`config.mk`:
```
export PLATFORM = sky130hd
export DESIGN_NAME = serdac_word_rx
export DESIGN_NICKNAME = d
export VERILOG_FILES = /design/src/rtl/serdac_pkg.sv /design/src/rtl/serdac_sync.sv /design/src/rtl/serdac_frame.sv /design/src/rtl/serdac_latch.sv /design/src/rtl/serdac_word_rx.sv
export SDC_FILE = /design/constraint.sdc
export NUM_CORES = 1
export LEC_CHECK = 0
export ABC_AREA = 1
export ABC_CLOCK_PERIOD_IN_PS = 2100
export BUFFER_PORTS_ARGS = -buffer_cell sky130_fd_sc_hd__buf_2
export CORE_ASPECT_RATIO = 0.5
export CORE_MARGIN = 5
export CORE_UTILIZATION = 45
export DETAILED_ROUTE_END_ITERATION = 7
export GPL_TIMING_DRIVEN = 0
export PLACE_DENSITY_LB_ADDON = 0.3
export SLEW_MARGIN = 40
export SYNTH_ARGS = -nofsm -noshare
export SYNTH_HDL_FRONTEND = slang
export SYNTH_HIERARCHICAL = 1
export SYNTH_SLANG_ARGS = --single-unit
```
`constraint.sdc`:
```
create_clock -name clk -period 2.1 [get_ports clk]
set_clock_uncertainty 0.15 [all_clocks]
set_input_delay 0.105 -clock clk [delete_from_list [all_inputs] [get_ports clk]]
set_output_delay 0.105 -clock clk [all_outputs]
set_load 0.1 [all_outputs]
```
`src/rtl/serdac_pkg.sv`:
```
// Package: shared constants for the serial converter word receiver.
// Assumes a 16-bit command word with fixed field positions.
package serdac_pkg;
    // Lane order inside the synchronizer vector.
    localparam int LANE_SCLK = 0;
    localparam int LANE_DIN  = 1;
    localparam int LANE_CSN  = 2;
    localparam int LANE_FS   = 3;
    localparam int NUM_LANES = 4;

    // Command word layout (positions used by the decoder).
    localparam int WORD_BITS  = 16;
    localparam int SPEED_POS  = 14;
    localparam int PDOWN_POS  = 13;
    localparam int CODE_MSB   = 11;
    localparam int CODE_BITS  = 8;
endpackage

```
`src/rtl/serdac_sync.sv`:
```
// Module: serdac_sync
// Brings a vector of asynchronous lines into the clk domain through a chain
// of STAGES flops per lane and reports level, rising and falling edges.
// Assumes each line is stable for several clk periods between changes.
// Lanes reset to IDLE so no false edge is seen at reset release.
module serdac_sync #(
    parameter int              LANES  = 4,
    parameter int              STAGES = 2,
    parameter logic [LANES-1:0] IDLE  = '1
) (
    input  logic             clk,
    input  logic             rst_n,
    input  logic [LANES-1:0] raw_i,
    output logic [LANES-1:0] level_o,
    output logic [LANES-1:0] rise_o,
    output logic [LANES-1:0] fall_o
);
    for (genvar g = 0; g < LANES; g++) begin : g_lane
        logic [STAGES-1:0] chain;
        logic              prev;

        // Shift the raw line through the chain and keep the last level.
        always_ff @(posedge clk) begin
            if (!rst_n) begin
                chain <= {STAGES{IDLE[g]}};
                prev  <= IDLE[g];
            end else begin
                chain <= {chain[STAGES-2:0], raw_i[g]};
                prev  <= chain[STAGES-1];
            end
        end

        assign level_o[g] = chain[STAGES-1];
        assign rise_o[g]  = chain[STAGES-1] & ~prev;
        assign fall_o[g]  = ~chain[STAGES-1] & prev;
    end
endmodule

```
`src/rtl/serdac_frame.sv`:
```
// Module: serdac_frame
// Frame tracker and shift register. Opens a frame on a frame-marker fall,
// stores one bit per serial-clock fall (MSB first), and raises commit for one
// cycle on the rise after the last bit or on an early frame-marker rise.
// Assumes synchronized, single-cycle edge pulses; all edges are ignored
// while the select is high.
module serdac_frame #(
    parameter int WORD_BITS = 16
) (
    input  logic                 clk,
    input  logic                 rst_n,
    input  logic                 cs_n_s,
    input  logic                 fs_s,
    input  logic                 din_s,
    input  logic                 fs_fall,
    input  logic                 fs_rise,
    input  logic                 sclk_fall,
    input  logic                 sclk_rise,
    output logic                 commit_o,
    output logic [WORD_BITS-1:0] word_o
);
    localparam int CNT_W = $clog2(WORD_BITS);
    localparam logic [CNT_W-1:0] LAST = CNT_W'(WORD_BITS - 1);

    logic                 active;
    logic                 pending;
    logic [CNT_W-1:0]     cnt;
    logic [WORD_BITS-1:0] shreg;
    logic [CNT_W-1:0]     bit_idx;
    logic                 sel;
    logic                 take_bit;
    logic                 early_commit;
    logic                 late_commit;

    assign sel          = ~cs_n_s;
    assign bit_idx      = LAST - cnt;
    assign take_bit     = sel && !fs_fall && active && !fs_rise && sclk_fall && !fs_s;
    assign early_commit = sel && !fs_fall && active && fs_rise;
    assign late_commit  = sel && !fs_fall && pending && (sclk_rise || fs_rise);

    // Track the frame state, the bit counter and the stored bits.
    always_ff @(posedge clk) begin
        if (!rst_n) begin
            active  <= 1'b0;
            pending <= 1'b0;
            cnt     <= '0;
            shreg   <= '0;
        end else if (sel) begin
            if (fs_fall) begin
                active  <= 1'b1;
                pending <= 1'b0;
                cnt     <= '0;
                shreg   <= '0;
            end else if (early_commit) begin
                active <= 1'b0;
                cnt    <= '0;
            end else if (take_bit) begin
                shreg[bit_idx] <= din_s;
                if (cnt == LAST) begin
                    active  <= 1'b0;
                    pending <= 1'b1;
                    cnt     <= '0;
                end else begin
                    cnt <= cnt + 1'b1;
                end
            end else if (late_commit) begin
                pending <= 1'b0;
            end
        end
    end

    assign commit_o = early_commit || late_commit;
    assign word_o   = shreg;

    // a frame is never both collecting bits and awaiting its commit.
    p_state_excl_r4: assert property (@(posedge clk) disable iff (!rst_n)
        !(active && pending));

    // with the select high nothing is stored.
    p_cs_hold_r6: assert property (@(posedge clk) disable iff (!rst_n)
        cs_n_s |=> $stable(shreg));

    // a commit closes the frame, so no second commit follows.
    p_single_commit_r12: assert property (@(posedge clk) disable iff (!rst_n)
        commit_o |=> !(active || pending));

    // stored bits only change on a serial-clock fall or a frame start.
    p_shift_on_fall_r2: assert property (@(posedge clk) disable iff (!rst_n)
        (!sclk_fall && !fs_fall) |=> $stable(shreg));
endmodule

```
`src/rtl/serdac_latch.sv`:
```
// Module: serdac_latch
// Decodes a committed command word into the speed flag, the power-down flag
// and the code, holds them, and pulses update for one cycle per write.
// Assumes commit is a one-cycle pulse; field positions come from the package.
module serdac_latch
    import serdac_pkg::*;
#(
    parameter int WBITS = WORD_BITS,
    parameter int CBITS = CODE_BITS
) (
    input  logic             clk,
    input  logic             rst_n,
    input  logic             commit_i,
    input  logic [WBITS-1:0] word_i,
    output logic [CBITS-1:0] code_o,
    output logic             fast_o,
    output logic             pdown_o,
    output logic             update_o
);
    localparam int CODE_LSB = CODE_MSB - CBITS + 1;
    localparam logic [WBITS-1:0] USED_MASK =
        (WBITS'(1) << SPEED_POS) | (WBITS'(1) << PDOWN_POS) |
        (((WBITS'(1) << CBITS) - WBITS'(1)) << CODE_LSB);

    logic unused_word_bits;
    assign unused_word_bits = ^(word_i & ~USED_MASK);

    // Write the held fields on commit and raise the strobe for that cycle.
    always_ff @(posedge clk) begin
        if (!rst_n) begin
            code_o   <= '0;
            fast_o   <= 1'b0;
            pdown_o  <= 1'b0;
            update_o <= 1'b0;
        end else begin
            update_o <= commit_i;
            if (commit_i) begin
                code_o  <= word_i[CODE_MSB -: CBITS];
                fast_o  <= word_i[SPEED_POS];
                pdown_o <= word_i[PDOWN_POS];
            end
        end
    end

    // the strobe never lasts two cycles.
    p_strobe_once_r10: assert property (@(posedge clk) disable iff (!rst_n)
        update_o |=> !update_o);

    // without a commit the held outputs keep their values.
    p_hold_r10: assert property (@(posedge clk) disable iff (!rst_n)
        !commit_i |=> $stable({code_o, fast_o, pdown_o}));

    // every commit is followed by the strobe.
    p_commit_strobe_r10: assert property (@(posedge clk) disable iff (!rst_n)
        commit_i |=> update_o);
endmodule

```
`src/rtl/serdac_word_rx.sv`:
```
// Module: serdac_word_rx
// Top of the serial converter word receiver: synchronizes the four serial
// lines, tracks frames and shifts bits, then decodes and holds the command.
// Assumes the serial lines change slowly compared with clk.
module serdac_word_rx
    import serdac_pkg::*;
#(
    parameter int SYNC_STAGES = 2
) (
    input  logic                 clk,
    input  logic                 rst_n,
    input  logic                 sclk_i,
    input  logic                 din_i,
    input  logic                 cs_n_i,
    input  logic                 fs_i,
    output logic [CODE_BITS-1:0] dac_code_o,
    output logic                 fast_mode_o,
    output logic                 power_down_o,
    output logic                 update_o
);
    logic [NUM_LANES-1:0] raw, lvl, rise, fall;
    logic                 commit;
    logic [WORD_BITS-1:0] word;
    logic                 unused_edges;

    // Gather the raw lines into lane order.
    always_comb begin
        raw            = '0;
        raw[LANE_SCLK] = sclk_i;
        raw[LANE_DIN]  = din_i;
        raw[LANE_CSN]  = cs_n_i;
        raw[LANE_FS]   = fs_i;
    end

    assign unused_edges = ^{rise[LANE_DIN], fall[LANE_DIN], rise[LANE_CSN],
                            fall[LANE_CSN], lvl[LANE_SCLK]};

    serdac_sync #(
        .LANES  (NUM_LANES),
        .STAGES (SYNC_STAGES),
        .IDLE   ('1)
    ) u_sync (
        .clk     (clk),
        .rst_n   (rst_n),
        .raw_i   (raw),
        .level_o (lvl),
        .rise_o  (rise),
        .fall_o  (fall)
    );

    serdac_frame #(
        .WORD_BITS (WORD_BITS)
    ) u_frame (
        .clk       (clk),
        .rst_n     (rst_n),
        .cs_n_s    (lvl[LANE_CSN]),
        .fs_s      (lvl[LANE_FS]),
        .din_s     (lvl[LANE_DIN]),
        .fs_fall   (fall[LANE_FS]),
        .fs_rise   (rise[LANE_FS]),
        .sclk_fall (fall[LANE_SCLK]),
        .sclk_rise (rise[LANE_SCLK]),
        .commit_o  (commit),
        .word_o    (word)
    );

    serdac_latch #(
        .WBITS (WORD_BITS),
        .CBITS (CODE_BITS)
    ) u_latch (
        .clk      (clk),
        .rst_n    (rst_n),
        .commit_i (commit),
        .word_i   (word),
        .code_o   (dac_code_o),
        .fast_o   (fast_mode_o),
        .pdown_o  (power_down_o),
        .update_o (update_o)
    );
endmodule

```
==> impl_metrics.toml, run 1 <==
[status]
status = "finished clean"

[detailed_routing]
viasPerCell = 4.19
wl_per_cell_um = 8.82
ant_nets = 0
wl_mm = 3.08
drt_pass1_iterations = 4
drc = 0
vias = 1462
drt_iter0_drc = 23

[cells_and_area]
fill_cells = 393
area_delta_synth_final_pct = 17.9
nets = 304
final_cell_area_um2 = 2070
final_common_cell = "nand2_1"
drive_gt1_frac = 0.149
postLayoutCoreUtil = 0.539
final-seq-area_um2 = 741
final_cell_mix = "nand2_1, nor2_1, inv_1"
multi_input_area_um2 = 744
n_antenna_cell = 0

[yosys]
synth.avg_cell_area_um2 = 6.61
syn_area_um2 = 1760
syn_nets = 276
synth_cells = 266
ys_warn_count = 6

[place]
gp_congestion = 0.798
place_area_um2 = 1910
hpwl_mm = 2.28
io_buffers = 16

[clock_network]
numCtsBuffers = 5
clockRootBuffer = "clkbuf_8"
h-tree-depth = 2
cts_tree = "built"
clk_pin_slew_ps = 70
cts.path.max_buffers = 2
cts.sinks = 37
post_cts_buffers = 0
clk_latency_ps = 280

[die]
coreArea_um2 = 3840
rows = 16
die_area_um2 = 5340
initial_utilization = 0.458
die_h_um = 54.2
die_x_um = 98.4
ios = 17

[critical_path]
critPathKind = "flip-flop to flip-flop"
critPathLaunchType = "flip-flop"
critical_path.max_fanout = 6
cp.required_ps = 2120
cp-end-kind = "flip-flop"
cp_data_arrival_time_ps = 1750

[sta]
setup_violations = 0
relSlewSlack = 0.589
hold_ws_ps = 256
finalSetupTns_ps = 0
hold_violations = 0
maxSlewViolCount = 0
period_minus_slack_ps = 1730
fin_crit_sh = 0.825
fmax_mhz = 577
rsz0062_at_grt = "false"
worst_pin_slew_ps = 616

[global_route]
grt_pass1_vias = 1353
overflow = 0
track_usage = 0.129
grt_max_degree = 12
grt_pass1_wl_mm = 5.44
grt_antenna_before_repair = 0

[min_path]
hold_class = "flip-flop to flip-flop"

[job]
drv_cap = 0

[pwr]
p_per_area_nw_per_um2 = 679
finalPower_mw = 1.41
ir_drop_v = 0.000265
leakage_nw = 1.06
-- stage by stage --
step | std cells | worst slack (ps)
final | 349 | 368
after global routing | 349 | 136
after CTS | 349 | 347
after detailed placement | 336 | 351
after global placement | 336 | 401
after floorplan | 266 | 540
-- routing by layer --
metal  share of wire  global-route usage
met1            0.49               0.143
met2            0.45               0.234
met3           0.060              0.0534
met4          0.0032              0.0385
met5               0                   0
-- final cells by class --
cell class / count / share of cell area
well taps: 54 / 0.0326
inverters: 49 / 0.0899
multi-input cells: 170 / 0.359
clock buffers: 7 / 0.0416
plain buffers: 10 / 0.0422
flip-flops and latches: 37 / 0.357
repair buffers: 21 / 0.0628
clock inverters: 1 / 0.0145
-- timing repair --
action | in CTS | in global routing
hold buffers | 5 | 0
gates resized for setup | 0 | 0
hold endpoints to repair | 7 | 0
-- sequential cells by signal (all words and copies together), names as in the netlist --
| name | count |
|---|---|
| u_latch/fast_o | 1 |
| u_sync/g_lane.chain | 8 |
| u_frame/cnt | 4 |
| u_frame/active | 1 |
| u_frame/pending | 1 |
| u_latch/update_o | 1 |
| u_latch/pdown_o | 1 |
| u_frame/word_o | 10 |
| u_sync/g_lane.prev | 2 |
| u_latch/code_o | 8 |
-- path summary, 6_finish.rpt --
kind | startpoint | end | slack [ps] | cells past startpoint
hold reg to reg | u_sync/g_lane[1].chain[0]$_SDFF_PN1_ | u_sync/g_lane[1].chain[1]$_SDFF_PN1_ | 260 | 2
setup reg to reg | u_sync/g_lane[3].prev$_SDFF_PN1_ | u_frame/cnt[0]$_SDFFE_PN0P_ | 370 | 11
hold / removal | u_sync/g_lane[1].chain[0]$_SDFF_PN1_ | u_sync/g_lane[1].chain[1]$_SDFF_PN1_ | 260 | 2
setup / recovery | u_sync/g_lane[3].prev$_SDFF_PN1_ | u_frame/cnt[0]$_SDFFE_PN0P_ | 370 | 11
-- power breakdown --
| group | internal (mW) | total, mW | switching (mW) |
|---|---|---|---|
| clock | 0.387 | 0.627 | 0.239 |
| sequential | 0.710 | 0.714 | 0.00367 |
| combinational | 0.0284 | 0.0671 | 0.0387 |
-- worst max-delay path, cell delays in order, from the launching register on --
cell and delay (ps):
dfxtp_1 330, inv_1 40, nor2_1 330, inv_4 100, nand2_2 100, nor2_4 40
nand2_4 80, nand3_1 90, nand2_1 150, inv_1 70, nor2_1 90, nor2_1 50
No activity file was read; power rests on OpenSTA's default activity.
==> inputs of run 2 (changes only) <==
ABC_CLOCK_PERIOD_IN_PS = 1700   (was 2100)
clock period = 1.7 ns   (was 2.1 ns; I/O delays follow)
==> run 2 against run 1 <==
Die area stayed put. Sequential share of layout area is 1.3 points lower. Count of clock-buffer cells in the layout stayed put. Critical path depth stayed put. Final area is 4.7% higher. Total power is 25% higher. Via count is 4.0% higher. Worst hold slack worse by 2.0 ps. Clock power is 24% higher.
==> impl_metrics.toml, run 2 (synthesis gave the netlist of run 1 again) <==
[status]
status = "finished clean"

[die]
die_area_um2 = 5340
die_h_um = 54.2
initial_utilization = 0.458
coreArea_um2 = 3840
rows = 16
die_x_um = 98.4
ios = 17

[clock_network]
clk_latency_ps = 290
clockRootBuffer = "clkbuf_8"
cts_tree = "built"
h-tree-depth = 2
clk_pin_slew_ps = 80
cts.sinks = 37
numCtsBuffers = 5
cts.path.max_buffers = 2

[cells_and_area]
fill_cells = 376
postLayoutCoreUtil = 0.565
final_cell_mix = "nand2_1, nor2_1, inv_1"
stdcell_count = 355
drive_gt1_frac = 0.196
nets = 310
n_antenna_cell = 0
area_delta_synth_final_pct = 23.4
final_common_cell = "nand2_1"
largest_reg_flops = 10

[place]
hpwl_mm = 2.28
place_ws_ps = -49.4
io_buffers = 16
gp_congestion = 0.798
dp.cells = 336

[global_route]
overflow = 0
grt_pass1_vias = 1355
grt_pass1_wl_mm = 5.49
grt_antenna_before_repair = 0
track_usage = 0.131
grt_max_degree = 12

[critical_path]
reg2regPathDepth = 11
regToRegSetupSlack_ps = 60
cp-end-kind = "flip-flop"
critical_path.max_fanout = 8
r2r_end = "u_frame/word_o[11]$_SDFFE_PN0P_"
timing.rr.start = "u_sync/g_lane[3].chain[1]$_SDFF_PN1_"
cp.required_ps = 1730
critPathLaunchType = "flip-flop"
critPathKind = "flip-flop to flip-flop"
cp_data_arrival_time_ps = 1670

[job]
drv_cap = 0

[min_path]
hold_class = "flip-flop to flip-flop"
holdPathStages = 2
min_to = "u_sync/g_lane[3].chain[1]$_SDFF_PN1_"
hp-start = "u_sync/g_lane[3].chain[0]$_SDFF_PN1_"

[sta]
rsz0062_at_grt = "true"
fmax_mhz = 611
relSlewSlack = 0.679
hold_ws_ps = 255
maxSlewViolCount = 0
fin_crit_sh = 0.963
timing.final.ws_setup_ps = 62.6
hold_violations = 0
setup_violations = 0
worst_pin_slew_ps = 485
period_minus_slack_ps = 1640

[detailed_routing]
vias = 1520
drc = 0
drt_pass1_iterations = 4
viasPerCell = 4.28
drt_iter0_drc = 46
wl_mm = 3.32
wl_per_cell_um = 9.36
ant_nets = 0

[pwr]
ir_drop_v = 0.000342
finalPower_mw = 1.76
leakage_nw = 1.10
p_per_area_nw_per_um2 = 811
-- run 2: worst max-delay path by stage --
stage | startpoint | endpoint | slack [ps] | depth (start not counted)
after floorplan | u_sync/g_lane[3].prev$_SDFF_PN1_ | u_frame/cnt[0]$_SDFFE_PN0P_ | 140 | 11
after global placement | u_sync/g_lane[3].prev$_SDFF_PN1_ | u_frame/cnt[0]$_SDFFE_PN0P_ | 1 | 11
after detailed placement | u_sync/g_lane[3].prev$_SDFF_PN1_ | u_frame/cnt[0]$_SDFFE_PN0P_ | -50 | 11
after CTS | u_sync/g_lane[3].chain[1]$_SDFF_PN1_ | u_frame/cnt[0]$_SDFFE_PN0P_ | 30 | 11
after global routing | u_sync/g_lane[3].prev$_SDFF_PN1_ | u_frame/word_o[13]$_SDFFE_PN0P_ | -60 | 12
final | u_sync/g_lane[3].chain[1]$_SDFF_PN1_ | u_frame/word_o[11]$_SDFFE_PN0P_ | 60 | 11
-- run 2: timing repair --
action,CTS,global route
endpoints found under the hold margin,8,0
pin swaps,0,6
hold buffers,6,0
gates resized for setup,1,17
endpoints found under the setup margin,12,24
setup buffers,0,5
-- run 2: per-layer routing --
metal | routed length, um | vias up | track usage
met5 | 0 | - | 0
met3 | 198 | 6 | 0.0560
li1 | - | 836 | -
met1 | 1540 | 651 | 0.147
met2 | 1550 | 27 | 0.234
met4 | 38 | 0 | 0.0385
-- run 2: cell type report --
| class | instances | area (um2) | area share |
|---|---|---|---|
| Timing Repair Buffer | 27 | 178 | 0.0818 |
| Tap cell | 54 | 67.6 | 0.0311 |
| Clock inverter | 1 | 30.0 | 0.0138 |
| Clock buffer | 7 | 86.3 | 0.0398 |
| Inverter | 49 | 191 | 0.0882 |
| Buffer | 10 | 87.6 | 0.0403 |
| Sequential cell | 37 | 747 | 0.344 |
| Multi-Input combinational cell | 170 | 783 | 0.361 |
-- run 2: through the flow --
stage / setup TNS, ps / cell area [um2]
finish: 0 / 2170
global route: -165 / 2170
CTS: 0 / 2090
detailed placement: -195 / 1910
global placement: 0 / 1910
floorplan: 0 / 1760
-- run 2: where the power goes --
group	total [mW]	switching (mW)	internal, mW
Clock	0.779	0.301	0.478
Sequential	0.883	0.00618	0.877
Combinational	0.0979	0.0542	0.0437
-- run 2: worst max-delay path: stages (launching register included) --
cell     delay, ps
dfxtp_4        370
inv_4           60
nor2_4          40
inv_2           60
nand2_2         70
nor2_4         130
nand2_4         80
a21oi_4        240
buf_6          150
nand2_2         50
nor2_1          80
nor2_1          50
==> inputs of run 3 (changes only) <==
CORE_UTILIZATION = 35   (was 45)
==> run 3 against run 2 <==
Final area rose by 1.3%. Critical path depth did not move. Non-clock buffer count did not move. Sequential power about the same. Sequential share of layout area down 0.39 points. Critical path type unchanged. Largest cell class unchanged.
==> impl_metrics.toml, run 3 (synthesis gave the netlist of run 1 again) <==
[status]
status = "finished clean"

[sta]
setup_violations = 0
fmax_mhz = 601
fin_crit_sh = 0.979
hold_ws_ps = 253
period_minus_slack_ps = 1660
rsz0062_at_grt = "true"
maxSlewViolCount = 0
hold_violations = 0
worst_pin_slew_ps = 559
relSlewSlack = 0.627

[cells_and_area]
postLayoutCoreUtil = 0.450
drive_gt1_frac = 0.216
largest_reg_flops = 10
area_delta_synth_final_pct = 25.0
n_antenna_cell = 0
stdcell_count = 371
final_common_cell = "nand2_1"
nets = 310
final_cell_mix = "nand2_1, nor2_1, inv_1"

[place]
gp_congestion = 0.815
dp.cells = 352
io_buffers = 16
hpwl_mm = 2.34

[critical_path]
reg2regPathDepth = 11
cp-end-kind = "flip-flop"
cp_data_arrival_time_ps = 1700
cp.required_ps = 1730
critical_path.max_fanout = 8
critPathLaunchType = "flip-flop"
r2r_end = "u_frame/word_o[14]$_SDFFE_PN0P_"
regToRegSetupSlack_ps = 40
timing.rr.start = "u_sync/g_lane[3].chain[1]$_SDFF_PN1_"
critPathKind = "flip-flop to flip-flop"

[global_route]
overflow = 0
grt_antenna_before_repair = 0
grt_pass1_wl_mm = 5.53
grt_pass1_vias = 1276
grt_max_degree = 12
track_usage = 0.109

[die]
die_area_um2 = 6630
die_x_um = 110
die_h_um = 60.1
initial_utilization = 0.360
rows = 18
ios = 17
coreArea_um2 = 4890

[clock_network]
cts.path.max_buffers = 2
numCtsBuffers = 5
cts_tree = "built"
clk_latency_ps = 280
cts.sinks = 37
h-tree-depth = 2
clk_pin_slew_ps = 70
clockRootBuffer = "clkbuf_8"

[detailed_routing]
ant_nets = 0
vias = 1492
drc = 0
drt_pass1_iterations = 4
wl_per_cell_um = 9.17
viasPerCell = 4.02
wl_mm = 3.40
drt_iter0_drc = 110

[min_path]
min_to = "u_sync/g_lane[0].chain[1]$_SDFF_PN1_"
hp-start = "u_sync/g_lane[0].chain[0]$_SDFF_PN1_"
holdPathStages = 2
hold_class = "flip-flop to flip-flop"

[job]
drv_cap = 0

[pwr]
p_per_area_nw_per_um2 = 795
leakage_nw = 1.09
ir_drop_v = 0.000322
run 3: changes by cell type in the layout (fill, tap and decap cells not counted):
cell | before | now
inv_2 | 2 | 4
nor2_1 | 59 | 58
nor2_2 | 2 | 3
dfxtp_2 | 2 | 3
nand2_1 | 74 | 71
inv_4 | 3 | 2
nand2_2 | 3 | 6
inv_1 | 44 | 43
dfxtp_1 | 34 | 33
run 3: layout make-up:
class | count | area [um2]
fill | 502 | 2690
multi-input combinational | 170 | 793
sequential | 37 | 748
inverter | 49 | 189
timing repair buffer | 28 | 185
tap | 70 | 87.6
clock buffer | 7 | 86.3
buffer | 9 | 80.1
clock inverter | 1 | 30.0
run 3: power by group:
| group | switching [mW] | internal, mW |
|---|---|---|
| registers | 0.00761 | 0.877 |
| clock network | 0.291 | 0.478 |
| logic | 0.0530 | 0.0431 |
run 3: what timing repair did:
action	4_1_cts	5_1_grt
setup buffers	0	6
gates cloned	0	0
setup endpoints to repair	17	25
hold buffers	6	0
resized for setup	1	22
pin swaps	0	6
hold endpoints to repair	8	0
run 3: metal layers:
layer | part of all wire | up-vias | track usage
met4 | 0.014 | 0 | 0.0526
li1 | - | 833 | -
met5 | 0 | - | 0
met1 | 0.48 | 622 | 0.137
met2 | 0.45 | 32 | 0.173
met3 | 0.059 | 5 | 0.0324
run 3: worst max-delay path, stage by stage, from the launching register on:
cell and delay (ps):
dfxtp_4 360, inv_2 80, nor2_4 50, inv_2 60, nand2_2 60, nor2_4 130, nand2_4 80, a21oi_4 260
buf_6 160, nand2_4 40, nor2_1 100, nor2_1 50
run 3: through the flow:
stage	TNS [ps]	power [mW]	instance area [um2]	worst slack [ps]
finish	0	1.75	2200	35.3
global route	-594	1.83	2200	-64.1
CTS	0	1.76	2110	22.3
detailed placement	-90.2	0.977	1930	-39.2
global placement	-8.95	0.975	1930	-8.95
floorplan	0	0.956	1760	140
run 3: worst max path at each step:
stage                                         startpoint                         endpoint  slack, ps  cells after the start
global placement        u_sync/g_lane[3].prev$_SDFF_PN1_      u_frame/cnt[0]$_SDFFE_PN0P_         -9                     11
CTS                 u_sync/g_lane[3].chain[1]$_SDFF_PN1_      u_frame/cnt[0]$_SDFFE_PN0P_         20                     11
global route            u_sync/g_lane[3].prev$_SDFF_PN1_      u_frame/cnt[3]$_SDFFE_PN0P_        -60                     12
finish              u_sync/g_lane[3].chain[1]$_SDFF_PN1_  u_frame/word_o[14]$_SDFFE_PN0P_         40                     11
floorplan               u_sync/g_lane[3].prev$_SDFF_PN1_      u_frame/cnt[0]$_SDFFE_PN0P_        140                     11
detailed placement      u_sync/g_lane[3].prev$_SDFF_PN1_      u_frame/cnt[0]$_SDFFE_PN0P_        -40                     11
